$ cat src/rtl/tsc_pkg.sv
package tsc_pkg;
    parameter int CNT_W   = 64;
    parameter int FRAC_W  = 24;
    parameter int SCALE_W = 32;
    parameter int ACC_W   = CNT_W + FRAC_W;
    parameter int HALF_W  = CNT_W / 2;

    typedef logic [ACC_W-1:0]   acc_t;
    typedef logic [CNT_W-1:0]   cnt_t;
    typedef logic [SCALE_W-1:0] scale_t;
    typedef logic [HALF_W-1:0]  half_t;

    typedef struct packed {
        logic hi;
        logic lo;
    } wr_sel_t;

    localparam acc_t   UNIT_INC  = acc_t'(1) << FRAC_W;
    localparam scale_t SCALE_RST = scale_t'(1) << FRAC_W;

    function automatic cnt_t merge_halves(input cnt_t cur, input half_t d,
                                          input wr_sel_t sel);
        cnt_t r;
        r = cur;
        if (sel.lo) r[HALF_W-1:0]     = d;
        if (sel.hi) r[CNT_W-1:HALF_W] = d;
        return r;
    endfunction

    function automatic acc_t widen_scale(input scale_t s);
        return {{(ACC_W-SCALE_W){1'b0}}, s};
    endfunction
endpackage

$ cat src/rtl/tsc_scale_reg.sv
module tsc_scale_reg
    import tsc_pkg::*;
(
    input  logic   clk,
    input  logic   rst,
    input  logic   load,
    input  scale_t load_val,
    output scale_t scale_q
);
    always_ff @(posedge clk) begin
        if (rst)       scale_q <= SCALE_RST;
        else if (load) scale_q <= load_val;
    end
endmodule

$ cat src/rtl/tsc_step_sel.sv
module tsc_step_sel
    import tsc_pkg::*;
(
    input  logic   scale_en,
    input  scale_t scale_q,
    output acc_t   inc
);
    always_comb begin
        if (scale_en) inc = widen_scale(scale_q);
        else          inc = UNIT_INC;
    end
endmodule

$ cat src/rtl/tsc_accum.sv
module tsc_accum
    import tsc_pkg::*;
(
    input  logic    clk,
    input  logic    rst,
    input  logic    cnt_en,
    input  acc_t    inc,
    input  wr_sel_t wr,
    input  half_t   wr_data,
    output cnt_t    count
);
    acc_t acc_q;
    acc_t acc_n;
    logic any_wr;

    assign any_wr = wr.lo | wr.hi;
    assign count  = acc_q[ACC_W-1:FRAC_W];

    always_comb begin
        acc_n = acc_q;
        if (any_wr)
            acc_n = {merge_halves(acc_q[ACC_W-1:FRAC_W], wr_data, wr), {FRAC_W{1'b0}}};
        else if (cnt_en)
            acc_n = acc_q + inc;
    end

    always_ff @(posedge clk) begin
        if (rst) acc_q <= '0;
        else     acc_q <= acc_n;
    end

    AST_FRAC_CLR: assert property (@(posedge clk) disable iff (rst)
        any_wr |=> (acc_q[FRAC_W-1:0] == '0));
endmodule

$ cat src/rtl/tsc_scaled_counter.sv
module tsc_scaled_counter
    import tsc_pkg::*;
(
    input  logic                clk,
    input  logic                rst,
    input  logic                cnt_en,
    input  logic                scale_en,
    input  logic                scale_wr,
    input  logic [SCALE_W-1:0]  scale_val,
    input  logic                wr_lo,
    input  logic                wr_hi,
    input  logic [HALF_W-1:0]   wr_data,
    output logic [CNT_W-1:0]    count
);
    scale_t  scale_q;
    acc_t    inc;
    wr_sel_t wr;

    assign wr.lo = wr_lo;
    assign wr.hi = wr_hi;

    tsc_scale_reg u_scale (
        .clk      (clk),
        .rst      (rst),
        .load     (scale_wr),
        .load_val (scale_val),
        .scale_q  (scale_q)
    );

    tsc_step_sel u_step (
        .scale_en (scale_en),
        .scale_q  (scale_q),
        .inc      (inc)
    );

    tsc_accum u_acc (
        .clk     (clk),
        .rst     (rst),
        .cnt_en  (cnt_en),
        .inc     (inc),
        .wr      (wr),
        .wr_data (wr_data),
        .count   (count)
    );

    AST_RST_ZERO: assert property (@(posedge clk)
        rst |=> (count == '0));
    AST_HOLD: assert property (@(posedge clk) disable iff (rst)
        (!cnt_en && !wr_lo && !wr_hi) |=> $stable(count));
    AST_UNIT_STEP: assert property (@(posedge clk) disable iff (rst)
        (cnt_en && !scale_en && !wr_lo && !wr_hi) |=> (count == $past(count) + 1'b1));
    AST_SCALE_BOUND: assert property (@(posedge clk) disable iff (rst)
        (cnt_en && scale_en && !wr_lo && !wr_hi)
        |=> ((count - $past(count)) <= (cnt_t'(1) << (SCALE_W - FRAC_W))));
    AST_WR_LO: assert property (@(posedge clk) disable iff (rst)
        (wr_lo && !wr_hi) |=> (count[HALF_W-1:0] == $past(wr_data)
                               && count[CNT_W-1:HALF_W] == $past(count[CNT_W-1:HALF_W])));
    AST_WR_HI: assert property (@(posedge clk) disable iff (rst)
        (wr_hi && !wr_lo) |=> (count[CNT_W-1:HALF_W] == $past(wr_data)
                               && count[HALF_W-1:0] == $past(count[HALF_W-1:0])));
    AST_WR_BOTH: assert property (@(posedge clk) disable iff (rst)
        (wr_hi && wr_lo) |=> (count == {$past(wr_data), $past(wr_data)}));
endmodule

$ cat config.mk
export PLATFORM = sky130hd
export DESIGN_NAME = tsc_scaled_counter
export DESIGN_NICKNAME = d
export VERILOG_FILES = /design/src/rtl/tsc_pkg.sv /design/src/rtl/tsc_scale_reg.sv /design/src/rtl/tsc_step_sel.sv /design/src/rtl/tsc_accum.sv /design/src/rtl/tsc_scaled_counter.sv
export SDC_FILE = /design/constraint.sdc
export NUM_CORES = 1
export LEC_CHECK = 0
export BUFFER_PORTS_ARGS = -buffer_cell sky130_fd_sc_hd__buf_2
export CORE_MARGIN = 1.5
export CORE_UTILIZATION = 45
export DETAILED_ROUTE_END_ITERATION = 8
export PLACE_DENSITY = 0.72
export REMOVE_ABC_BUFFERS = 1
export SLEW_MARGIN = 5
export SYNTH_ARGS = -nofsm -noshare
export SYNTH_HDL_FRONTEND = slang
export SYNTH_SLANG_ARGS = --single-unit
$ cat constraint.sdc
create_clock -name clk -period 5.3 [get_ports clk]
set_clock_uncertainty 0.15 [all_clocks]
set_input_delay 1.06 -clock clk [delete_from_list [all_inputs] [get_ports clk]]
set_output_delay 1.06 -clock clk [all_outputs]
set_load 0.005 [all_outputs]
==> results.json <==
{
  "rr_worst_depth": 11,
  "setup.worst_path.class": "primary input to flop",
  "ys_types": 82,
  "finalSetupViolations": 0,
  "grt_max_degree": 71,
  "drc": 0,
  "cellPowerDensity_nw_per_um2": 267,
  "cts_resized": 0,
  "p_seq_frac": 0.383,
  "ys_seq_elements": 120,
  "synth.yosys.seq_area_share": 0.275,
  "place.gp.congestion": 0.959,
  "h-tree-depth": 4,
  "grt_pass1_wl_um": 44400,
  "wl_per_cell_um": 19.9,
  "drive_gt1_frac": 0.171,
  "placeableCoreArea_um2": 18900,
  "rrSetupSlack_ps": 1520,
  "tns_ps": 0,
  "regArea_um2": 2400,
  "drt-pass1-iter-count": 7,
  "num_rows": 50,
  "multiInputGateArea_um2": 5510,
  "crit_path_end_kind": "flop",
  "p_leak_uw": 0.00400,
  "die-width_um": 142,
  "final_net_count": 1278,
  "total_power_uw": 2610,
  "fillCellCount": 1874,
  "status": "finished clean",
  "finish.instance_area_um2": 9780,
  "r2r-end": "u_acc.acc_q[36]$_SDFFE_PP0P_",
  "worstPathRequired_ps": 5460,
  "path_clk_slew_ps": 60,
  "peakVddDrop_mv": 0.241,
  "holdBufCountCts": 0,
  "vias": 9040,
  "p_switching_uw": 730,
  "dieArea_um2": 20300,
  "startpoint": "scale_en",
  "fmaxAchievable_mhz": 220,
  "period_share": 0.856,
  "clock_latency_ps": 430,
  "clock-root-buffer": "clkbuf_16",
  "drt_iter0_drc": 897,
  "worstSetupEndpoint": "u_acc.acc_q[66]$_SDFFE_PP0P_",
  "switching_share": 0.279,
  "ys.flop_type": "dfxtp_1",
  "fin_ws_ps": 761,
  "maxCapViolations": 0,
  "cts_tree": "built",
  "die_y_um": 142,
  "async_flop_share": 0,
  "drt_wl_total_um": 28800,
  "place_ws_ps": 419,
  "critPathLaunchType": "primary input",
  "post_cts_buffers": 0,
  "rsz0062_at_grt": "no",
  "whs_path_depth": 2,
  "pwr-share-comb": 0.133,
  "place_area_um2": 9150,
  "post-dp-hpwl_um": 20600,
  "arrival_ps": 4700,
  "worst_slew_pin_slew_ps": 960,
  "grt_pass1_vias": 8344,
  "synth_warnings": 0,
  "area_growth_syn_to_layout_pct": 11.9,
  "gr-total-overflow": 0,
  "synth_area_per_cell_um2": 7.74,
  "hold_violations": 0,
  "syn_area_um2": 8740,
  "vias_per_cell": 6.24,
  "initial_core_util": 0.463,
  "critical_path.max_fanout": 22,
  "clkPwrFrac": 0.483,
  "min_path_type": "flop to flop",
  "clock_path_buffers": 2,
  "fin_crit_ps": 4540,
  "cts_buffers": 17,
  "relSlewSlack": 0.360,
  "ant_nets": 0,
  "antenna_found_initial": 1,
  "drv_slew": 0,
  "io_buffer_count": 134,
  "synthCells": 1130,
  "r2r-start": "u_scale.scale_q[0]$_SDFFE_PP0P_",
  "clock-sinks": 120,
  "p_int_uw": 1880,
  "io_pins": 135,
  "final_util": 0.518,
  "synth-edff-count": 0,
  "grt_usage": 0.281
}
-- worst min-delay path by stage --
stage | startpoint | endpoint | slack (ps)
floorplan | u_scale.scale_q[24]$_SDFFE_PP1P_ | u_scale.scale_q[24]$_SDFFE_PP1P_ | 280
global placement | u_scale.scale_q[24]$_SDFFE_PP1P_ | u_scale.scale_q[24]$_SDFFE_PP1P_ | 310
detailed placement | u_scale.scale_q[24]$_SDFFE_PP1P_ | u_scale.scale_q[24]$_SDFFE_PP1P_ | 310
CTS | u_scale.scale_q[24]$_SDFFE_PP1P_ | u_scale.scale_q[24]$_SDFFE_PP1P_ | 320
global route | u_scale.scale_q[24]$_SDFFE_PP1P_ | u_scale.scale_q[24]$_SDFFE_PP1P_ | 360
finish | u_scale.scale_q[24]$_SDFFE_PP1P_ | u_scale.scale_q[24]$_SDFFE_PP1P_ | 310
-- registers in the layout, summed over array words and instances (netlist names) --
name / flops
u_acc.acc_q: 88
u_scale.scale_q: 32
-- synthesized netlist by cell type, types with 17 or more instances --
library cell / instances / area [µm²]
a211oi_1: 19 / 143
buf_4: 65 / 488
xnor2_1: 23 / 201
nor2_1: 117 / 439
and3_1: 20 / 125
and2_1: 37 / 231
clkbuf_1: 54 / 203
nand2_1: 84 / 315
inv_1: 22 / 82.6
dfxtp_1: 120 / 2400
or3_1: 21 / 131
nand3_1: 38 / 190
a21oi_1: 72 / 360
nand4_1: 25 / 156
o21ai_0: 37 / 185
a31oi_1: 17 / 106
nor4_1: 22 / 138
mux2i_1: 55 / 551
ha_1: 32 / 400
nor3_1: 37 / 185
-- worst max-delay path, stage by stage --
cell and delay [ps]:
buf_2 210, buf_4 210, and2_1 170, ha_1 410, inv_2 70, or3_4 390, nor3b_1 410, o31ai_2 180
a31oi_4 330, or2_1 700, a311oi_1 180, a2111oi_0 350
-- per-stage QoR --
step	hold slack (ps)	instances
finish	315	1448
global route	359	1448
CTS	324	1447
detailed placement	309	1415
global placement	308	1415
floorplan	282	1001
-- power by group through the flow --
stage	registers (µW)	clock network, µW	logic (µW)
finish	1000	1260	348
global route	1010	1300	380
CTS	999	1260	343
detailed placement	1020	0	340
global placement	1020	0	333
floorplan	1000	0	185
-- placed cells by master, fill, tap and decap left out, types with 19 or more instances in the layout --
cell type    n
buf_2      134
dfxtp_1    120
nor2_1     117
nand2_1     84
a21oi_1     72
mux2i_1     55
and2_1      38
nand3_1     38
o21ai_0     37
nor3_1      37
ha_1        32
nand4_1     25
xnor2_1     23
inv_1       22
nor4_1      22
or3_1       21
and3_1      20
buf_4       20
a211oi_1    19
-- metal layers --
layer  part of all wire  routed length (µm)  GRT usage  vias up
met5                  0                   0          0        -
met4              0.041                1170      0.115        0
met3              0.098                2820     0.0683       99
met2               0.45               13100      0.455      508
met1               0.41               11700      0.357     4213
li1                   -                   -          -     4220
-- area by class of cell --
cell class / instances / share of cell area
Multi-Input combinational cell: 856 / 0.563
Sequential cell: 120 / 0.246
Timing Repair Buffer: 154 / 0.0839
Clock buffer: 17 / 0.0435
Tap cell: 260 / 0.0333
Clock inverter: 15 / 0.0206
Inverter: 25 / 0.00959
Antenna cell: 1 / 0.000256
-- logic make-up (layout without fill, tap and decap cells) --
family,count (synthesis),in the layout,share of synthesized area
buffers and inverters,154,211,0.0951
DFF,120,120,0.275
AOI/OAI and AO/OA,285,285,0.224
other,0,1,0
xor gates and xnor gates,29,29,0.0290
adders and majority gates,33,33,0.0481
muxes,56,56,0.0642
and+or+nand+nor,453,453,0.265
Note: power is estimated with default switching activity, not from simulation.
